$ cat config.mk
export PLATFORM = sky130hd
export DESIGN_NAME = vpt_tlb
export DESIGN_NICKNAME = d
export VERILOG_FILES = /design/src/rtl/vtlb_pkg.sv /design/src/rtl/vtlb_match.sv /design/src/rtl/vtlb_select.sv /design/src/rtl/vtlb_victim.sv /design/src/rtl/vpt_tlb.sv
export SDC_FILE = /design/constraint.sdc
export NUM_CORES = 2
export LEC_CHECK = 0
export BUFFER_PORTS_ARGS = -buffer_cell sky130_fd_sc_hd__buf_2
export CAP_MARGIN = 20
export CORE_UTILIZATION = 47
export CTS_CLUSTER_DIAMETER = 50
export DETAILED_ROUTE_END_ITERATION = 7
export PLACE_DENSITY_LB_ADDON = 0.25
export SLEW_MARGIN = 20
export SYNTH_ARGS = -nofsm -noshare
export SYNTH_HDL_FRONTEND = slang
export SYNTH_HIERARCHICAL = 1
export SYNTH_SLANG_ARGS = --single-unit
$ cat constraint.sdc
create_clock -name clk -period 15.5 [get_ports clk]
set_input_delay 1.55 -clock clk [delete_from_list [all_inputs] [get_ports clk]]
set_output_delay 1.55 -clock clk [all_outputs]
set_load 0.01 [all_outputs]
$ cat src/rtl/vtlb_pkg.sv
package vtlb_pkg;
  localparam int ASID_W = 8;
  localparam int PN_W   = 20;
  localparam int OFF_W  = 12;
  localparam int SZ_W   = 3;
  localparam int SZ_MAX = 6;

  typedef logic [ASID_W-1:0] asid_t;
  typedef logic [PN_W-1:0]   pn_t;
  typedef logic [SZ_W-1:0]   sz_t;

  typedef struct packed {
    asid_t asid;
    pn_t   vpn;
    pn_t   pfn;
    sz_t   size;
  } tlb_data_t;

  // Page-number bits that take part in the compare for a given size code.
  function automatic pn_t size_mask(sz_t code);
    sz_t c;
    pn_t r;
    c = (code > sz_t'(SZ_MAX)) ? sz_t'(SZ_MAX) : code;
    r = '1;
    r = r << {c, 1'b0};
    return r;
  endfunction
endpackage

$ cat src/rtl/vtlb_match.sv
module vtlb_match
  import vtlb_pkg::*;
#(
  parameter int N = 16
) (
  input  pn_t                va_pn,
  input  asid_t              asid,
  input  logic [N-1:0]       valid,
  input  tlb_data_t [N-1:0]  ent,
  output logic [N-1:0]       match
);
  for (genvar g = 0; g < N; g++) begin : g_cmp
    pn_t keep;
    assign keep     = size_mask(ent[g].size);
    assign match[g] = valid[g] && (ent[g].asid == asid) &&
                      (((va_pn ^ ent[g].vpn) & keep) == '0);
  end
endmodule

$ cat src/rtl/vtlb_select.sv
module vtlb_select
  import vtlb_pkg::*;
#(
  parameter int N     = 16,
  parameter int IDX_W = $clog2(N)
) (
  input  logic [N-1:0]      match,
  input  tlb_data_t [N-1:0] ent,
  input  pn_t               va_pn,
  output logic              hit,
  output logic              multi,
  output pn_t               pa_pn
);
  logic [IDX_W-1:0] sel;
  logic [IDX_W:0]   cnt;
  pn_t              keep;

  always_comb begin
    sel = '0;
    cnt = '0;
    for (int i = N-1; i >= 0; i--) begin
      if (match[i]) sel = IDX_W'(i);
    end
    for (int i = 0; i < N; i++) begin
      cnt = cnt + {{IDX_W{1'b0}}, match[i]};
    end
    hit   = |match;
    multi = cnt > (IDX_W+1)'(1);
    keep  = size_mask(ent[sel].size);
    pa_pn = (ent[sel].pfn & keep) | (va_pn & ~keep);
  end
endmodule

$ cat src/rtl/vtlb_victim.sv
module vtlb_victim #(
  parameter int N     = 16,
  parameter int IDX_W = $clog2(N)
) (
  input  logic             clk,
  input  logic             rst_n,
  input  logic [N-1:0]     locked,
  input  logic             advance,
  output logic [IDX_W-1:0] victim,
  output logic             all_locked
);
  logic [IDX_W-1:0] ptr_q, ptr_d;
  logic [IDX_W-1:0] probe;
  logic             found;

  always_comb begin
    victim = ptr_q;
    found  = 1'b0;
    for (int k = 0; k < N; k++) begin
      probe = IDX_W'((int'(ptr_q) + k) % N);
      if (!found && !locked[probe]) begin
        victim = probe;
        found  = 1'b1;
      end
    end
    all_locked = &locked;
  end

  always_comb begin
    ptr_d = ptr_q;
    if (advance) begin
      ptr_d = (int'(victim) == N-1) ? '0 : victim + IDX_W'(1);
    end
  end

  always_ff @(posedge clk or negedge rst_n) begin
    if (!rst_n) ptr_q <= '0;
    else if (advance) ptr_q <= ptr_d;
  end
endmodule

$ cat src/rtl/vpt_tlb.sv
module vpt_tlb
  import vtlb_pkg::*;
#(
  parameter int N_ENTRIES = 16,
  localparam int IDX_W    = $clog2(N_ENTRIES)
) (
  input  logic              clk,
  input  logic              rst_n,
  input  logic [31:0]       lk_va,
  input  logic [7:0]        lk_asid,
  output logic              lk_hit,
  output logic              lk_multi,
  output logic [31:0]       lk_pa,
  output logic [2:0]        lk_region,
  input  logic              wr_en,
  input  logic              wr_use_victim,
  input  logic [IDX_W-1:0]  wr_index,
  input  logic              wr_valid,
  input  logic              wr_lock,
  input  logic [7:0]        wr_asid,
  input  logic [2:0]        wr_size,
  input  logic [19:0]       wr_vpn,
  input  logic [19:0]       wr_pfn,
  output logic [IDX_W-1:0]  victim_idx,
  output logic              replace_fail
);
  logic [N_ENTRIES-1:0]      valid_q, valid_d;
  logic [N_ENTRIES-1:0]      lock_q, lock_d;
  tlb_data_t [N_ENTRIES-1:0] ent_q;

  logic [N_ENTRIES-1:0] match;
  logic                 all_locked;
  logic                 do_wr, advance;
  logic [IDX_W-1:0]     wsel;
  pn_t                  pa_pn;
  tlb_data_t            wdata;

  // Lookup path
  vtlb_match #(.N(N_ENTRIES)) u_match (
    .va_pn (lk_va[31:OFF_W]),
    .asid  (lk_asid),
    .valid (valid_q),
    .ent   (ent_q),
    .match (match)
  );

  vtlb_select #(.N(N_ENTRIES), .IDX_W(IDX_W)) u_select (
    .match (match),
    .ent   (ent_q),
    .va_pn (lk_va[31:OFF_W]),
    .hit   (lk_hit),
    .multi (lk_multi),
    .pa_pn (pa_pn)
  );

  assign lk_pa     = {pa_pn, lk_va[OFF_W-1:0]};
  assign lk_region = lk_va[31:29];

  // Replacement
  vtlb_victim #(.N(N_ENTRIES), .IDX_W(IDX_W)) u_victim (
    .clk        (clk),
    .rst_n      (rst_n),
    .locked     (lock_q),
    .advance    (advance),
    .victim     (victim_idx),
    .all_locked (all_locked)
  );

  assign replace_fail = wr_en && wr_use_victim && all_locked;
  assign advance      = wr_en && wr_use_victim && !all_locked;
  assign do_wr        = wr_en && !replace_fail;
  assign wsel         = wr_use_victim ? victim_idx : wr_index;

  always_comb begin
    wdata.asid = wr_asid;
    wdata.vpn  = wr_vpn;
    wdata.pfn  = wr_pfn;
    wdata.size = wr_size;
  end

  // Next-state for flags
  always_comb begin
    valid_d = valid_q;
    lock_d  = lock_q;
    if (do_wr) begin
      valid_d[wsel] = wr_valid;
      lock_d[wsel]  = wr_lock;
    end
  end

  always_ff @(posedge clk or negedge rst_n) begin
    if (!rst_n) begin
      valid_q <= '0;
      lock_q  <= '0;
    end else if (do_wr) begin
      valid_q <= valid_d;
      lock_q  <= lock_d;
    end
  end

  // Entry payload: enable only, no reset
  always_ff @(posedge clk) begin
    if (do_wr) ent_q[wsel] <= wdata;
  end
endmodule

; Word-level counts from Yosys, hierarchy flattened
; Cells that the tools add are included.
[word_totals]
reg_bits = 852
ramBits = 0
rom_bits = 0
n_memories = 0
inputBits = 101
latch_bits = 0
out_inout_bits = 42
[classes]
multipliers = 0
shifts = 17
div_mod_pow = 0
n_reduce_logical = 101
magnitude_cmp = 37
n_eq_ne = 17
n_bitwise = 36
addsub = 31
n_mux = 106
[ops]
columns = cell, n
row1 = $bwmux W816, 1
row2 = $and A20 B20 Y20, 18
row3 = $shl A20 B4 Y20 const A, 17
row4 = $logic_not A20 Y1, 16
row5 = $xor A20 B20 Y20, 16
row6 = $bmux W51 S4, 1
row7 = $demux W51 S4, 1
row8 = $mux W4, 33
row9 = $eq A8 B8 Y1, 16
row10 = $lt A4 B5 Y1 const B, 18
row11 = $add A5 B1 Y5, 14
row12 = $bmux W1 S4, 16
row13 = $logic_and A1 B1 Y1, 52
row14 = $gt A3 B3 Y1 const B, 17
row15 = $mux W3, 17
row16 = $mux W51, 1
row17 = $add A4 B4 Y4 const B, 8
row18 = $bwmux W16, 2
row19 = $mux W1, 32
row20 = $logic_not A1 Y1, 31
row21 = $mux W23, 1
row22 = $not A20 Y20, 1
row23 = $or A20 B20 Y20, 1
row24 = $add A4 B3 Y4 const B, 4
row25 = other kinds (9), 11

; Logic depth before layout (Yosys ltp)
[logic_depth]
ltp_word = 54
depth_mapped = 20

; Hierarchy
; The synthesis kept the hierarchy.
[modules_own_cells]
columns = module, seq_area_each_um2, cells_each, instances, area_each_um2
row1 = vpt_tlb, 25304.3, 943, 1, 26175.1
row2 = vtlb_match, 0.0, 776, 1, 6114.6
row3 = vtlb_select, 0.0, 768, 1, 4196.5
row4 = vtlb_victim, 100.1, 352, 1, 3106.7

; Worst setup path after synthesis
; OpenSTA, ideal clock, no wires.
[synth_path]
kind = input -> output
from = input lk_asid[3]
to = output lk_multi
path_buffers = 2
t_arrival_ps = 6209
required_time_ps = 13950
slack_ps = 7741
cell_stages = 18
path_cell_list = buf_6 buf_6 xor2_1 nor4_2 nand4_1 nor4_1 inv_1 fa_1 fa_1 fa_1 fa_1 inv_1 ha_1 inv_1 fa_1 a211oi_1 mux2_2 nand3_1
[synth_via]
word_cells_on_any_way = 64
[synth_rtl]
columns = item, line_no
row1 = "start, declared", vpt_tlb.sv:10  ; input logic [7:0] lk_asid,
row2 = $eq A8 B8 Y1, vtlb_match.sv:15  ; assign match[g] = valid[g] && (ent[g].asid == asid) &&
row3 = $logic_and A1 B1 Y1 (2 in series), vtlb_match.sv:15
row4 = named net match[5], vpt_tlb.sv:31  ; logic [N_ENTRIES-1:0] match;
row5 = $add A5 B1 Y5 (11 in series), vtlb_select.sv:25  ; cnt = cnt + {{IDX_W{1'b0}}, match[i]};
row6 = $gt A5 B1 Y1, vtlb_select.sv:28  ; multi = cnt > (IDX_W+1)'(1);
row7 = "end, declared", vpt_tlb.sv:12  ; output logic lk_multi,
; The timed path passes the listed nets, and every way through them passes these cells.

; Worst setup path in the final report
[layout_path]
from = input lk_va[29]
to = output lk_pa[23]
[layout_via]
word_cells_on_any_way = 89
[layout_rtl]
columns = item, line_no
row1 = "start, declared", vpt_tlb.sv:9  ; input logic [31:0] lk_va,
row2 = $xor A20 B20 Y20 (*), vtlb_match.sv:16  ; (((va_pn ^ ent[g].vpn) & keep) == '0);
row3 = $and A20 B20 Y20 (*), vtlb_match.sv:16
row4 = $logic_not A20 Y1 (*), vtlb_match.sv:16
row5 = $logic_and A1 B1 Y1 (*), vtlb_match.sv:15
row6 = named net match[7], vpt_tlb.sv:31
row7 = $mux W4 (*) (8 in series), vtlb_select.sv:22  ; if (match[i]) sel = IDX_W'(i);
row8 = $bmux W51 S4 (*), "vtlb_select.sv:29, vtlb_select.sv:30"
row9 = $mux W23 (not written as such) (*), vtlb_select.sv:29  ; keep = size_mask(ent[sel].size);
row10 = $gt A3 B3 Y1, vtlb_pkg.sv:23  ; c = (code > sz_t'(SZ_MAX)) ? sz_t'(SZ_MAX) : code;
row11 = $mux W3, vtlb_pkg.sv:23
row12 = $shl A20 B4 Y20, vtlb_pkg.sv:25  ; r = r << {c, 1'b0};
row13 = $not A20 Y20, vtlb_select.sv:30  ; pa_pn = (ent[sel].pfn & keep) | (va_pn & ~keep);
row14 = $and A20 B20 Y20, vtlb_select.sv:30
row15 = $or A20 B20 Y20 (*), vtlb_select.sv:30
row16 = "end, declared", vpt_tlb.sv:13  ; output logic [31:0] lk_pa,
; The timed path passes the listed nets; every way through them passes the cells marked *. The select of a mux whose other input is x is not followed.

==> metrics.csv <==
metric,value,unit
hpwl dp,68800,um
Worst-Skew Late Latency,0.67,ns
die height,292,um
synth warn,6,
vias post-DR,24456,
CP peak stage delay,0.81,ns
Num CTS Buffers,97,
IO Port Bufs,118,
terminus of the critical flop-to-flop path,valid_q[4],
Syn-to-layout area delta,11.5,%
Fin. Hold Viols,0,
Seq cells post-synth,852,
CP max stage cell,a2111oi_4,
critical path class,in -> out,
die area,85400,um^2
Fin Hold WS,0.503,ns
"EDFF count, synth",816,
CTS tree,built,
Post-layout nets,3056,
Placer Congestion,0.930,
"Data arrival, critical path",7.85,ns
dpl ws,6.03,ns
pwr dens,178,nW/um^2
VDD IR max,114,uV
drt total wl,112000,um
Overall Global Routing Usage,26.2,%
vias in the first global route,23870,
# fillers,6864,
post-CTS resize count,0,
startpoint of the worst-slack reg-to-reg timing path,u_victim/ptr_q[1],
unrepaired setup endpoints after global routing,false,
Avg WL per Cell,27.4,um
Pleak,14.9,nW
Final WS setup,6.10,ns
first drt pass iteration count,6,
fin area,44100,um^2
FP Rows,106,
Vias per Instance,5.97,
antenna-violating nets left,0,
reg2reg path depth,16,
clock buffer depth,3,
Syn Inst Count,2839,
Mapped Avg Cell Area,13.9,um^2
IO Pins,143,
status,finished clean,
CP Data Required Time,13.95,ns
max_cap viols,0,
largest net degree at the start of global routing,101,
clock skew after layout,0.0390,ns
post-synthesis sequential area ratio,64.2,%
share of cells above drive strength 1,16.0,%
worst-path fanout max,55,
post-synth cell types,98,
Max Transition Viols Final,0,
DIE WIDTH,292,um
fin cells,4094,
HP Class,reg -> reg,
CTS root buffer,clkbuf_16,
H-Tree Depth,3,
DRC,0,
Starting Density,47.4,%
fraction of registers with async set/reset,4.23,%
# clock sinks,852,
Placed Area,40900,um^2
CTS Hold Bufs,0,
Syn Nets,2964,
Final Setup Violations,0,
hold path startpoint,valid_q[5],
Critical Path Sink Type,output port,
first-iteration detailed-routing DRC count,2561,
crit-path cells,"buf_2, xor2_1, nor4_1, nand4_1, nor4_1, nor2b_1, o211ai_1, a21oi_1, or2_4, a2111oi_0, or4_4, a2111oi_4, and2_1, mux2_2, buf_2",
Final Cycle Share,60.7,%
startpoint class of the critical path,input port,
reg2reg setup slack,8.05,ns
Setup TNS,0,ns
"CTS clk-pin slew, worst paths",0.05,ns
slew margin rel.,13.8,%
"Top FF cell, synth",edfxtp_1,
placed insts,3912,
global route overflow,0,
Worst Hold Path EP,valid_q[5],
initial antenna violation count,8,
min Tclk post-route,9.40,ns
cell area after synthesis,39600,um^2
f_max,106,MHz
worst-margin pin slew,1.28,ns
# Post-CTS Setup Buffers,0,
global-route wire length before repair,164000,um
core footprint,83600,um^2
Worst Hold Path Cells,1,
## power by group
| group | leakage, nW | internal, W | switching (W) | total, W |
|---|---|---|---|---|
| registers | 7.81 | 0.00294 | 0.000174 | 0.00312 |
| clock network | 1.59 | 0.00135 | 0.000944 | 0.00230 |
| logic | 5.49 | 0.000854 | 0.00160 | 0.00246 |
| total | 14.9 | 0.00515 | 0.00272 | 0.00787 |
## cells in the final DEF (no fill, tap or decap), types with 52 or more instances in the layout
master,instances
edfxtp_1,816
nand2_1,387
xor2_1,310
xnor2_1,145
buf_2,118
a21oi_1,103
clkbuf_16,100
nand3_1,93
a311oi_1,66
mux2_2,56
nor4_1,52
## routing by layer
metal	up-vias	routed length [um]	track usage [%]
met5	-	59	0
met4	10	2780	7.37
met1	12498	48200	37.3
li1	10814	-	-
met2	966	52900	41.6
met3	168	8290	4.20
## through the flow
step / power [W] / utilization (%)
floorplan: 0.00478 / -
global placement: 0.00557 / 48.9
detailed placement: 0.00559 / 48.9
CTS: 0.00789 / 52.8
global route: 0.00821 / 52.8
finish: 0.00787 / 52.8
## Yosys cell counts (7+ instances only)
master	instances	area [um^2]
mux2_2	56	631
mux2i_1	25	250
nor4_2	20	250
a311oi_1	66	578
a211oi_1	51	383
buf_2	24	120
xnor2_2	7	114
nor2_1	51	191
buf_6	38	428
a2111oi_0	9	78.8
nand4_1	28	175
a41oi_1	16	140
inv_1	44	165
edfxtp_1	816	24500
nor3_1	45	225
o21bai_1	17	128
a21oi_1	104	521
and3_1	24	150
buf_4	27	203
fa_1	10	200
nor4_1	53	332
o21ai_0	20	100
nand3_1	93	465
a31oi_1	22	138
buf_1	10	37.5
xor2_1	310	2720
clkbuf_1	61	229
o22ai_1	11	68.8
mux4_2	37	833
xnor2_1	145	1270
dfrtp_1	36	901
nand2_1	388	1460
ha_1	14	175
o211ai_1	9	67.6
nor2b_1	25	156
## sequential cells by signal (all words and copies together) (netlist names)
name,count
ent_q,816
lock_q,16
valid_q,16
u_victim/ptr_q,4
## area by class of cell
class / instances / area (um^2) / area share (%)
antenna: 1 / 2.50 / 0.00567
clock buffer: 120 / 2600 / 5.88
tap: 1080 / 1350 / 3.06
clock inverter: 61 / 656 / 1.49
inverter: 50 / 189 / 0.428
sequential: 852 / 25400 / 57.5
multi-input combinational: 1775 / 13100 / 29.6
timing repair buffer: 155 / 868 / 1.97
## worst max-delay path, delay by kind of cell
kind	cells	cell delay [ns]
compound gates	4	1.64
buf+inv	2	0.66
mux	1	0.34
simple gates	7	3.48
xor+xnor	1	0.14
## worst max path at each step
stage / cells past startpoint / from / slack, ns / to
6_report: 15 / lk_va[29] / 6.10 / lk_pa[23]
3_3_place_gp: 15 / lk_va[29] / 6.07 / lk_pa[22]
2_1_floorplan: 18 / lk_asid[3] / 7.74 / lk_multi
5_1_grt: 15 / lk_va[29] / 5.83 / lk_pa[23]
3_5_place_dp: 15 / lk_va[29] / 6.03 / lk_pa[23]
4_1_cts: 15 / lk_va[29] / 6.04 / lk_pa[23]
## kinds of logic (layout without fill, tap and decap cells)
family,count (synthesis),count (layout),synth area share (%)
other,0,1,0
flip-flops,852,852,64.2
buffers and inverters,212,386,3.13
adder cells (fa/ha/maj),24,24,0.948
XOR/XNOR,463,463,10.4
AND/OR/NAND/NOR,774,774,9.57
multiplexers,125,125,4.68
AO/OA/AOI/OAI,389,389,7.12
No activity file was read; power rests on OpenSTA's default activity.
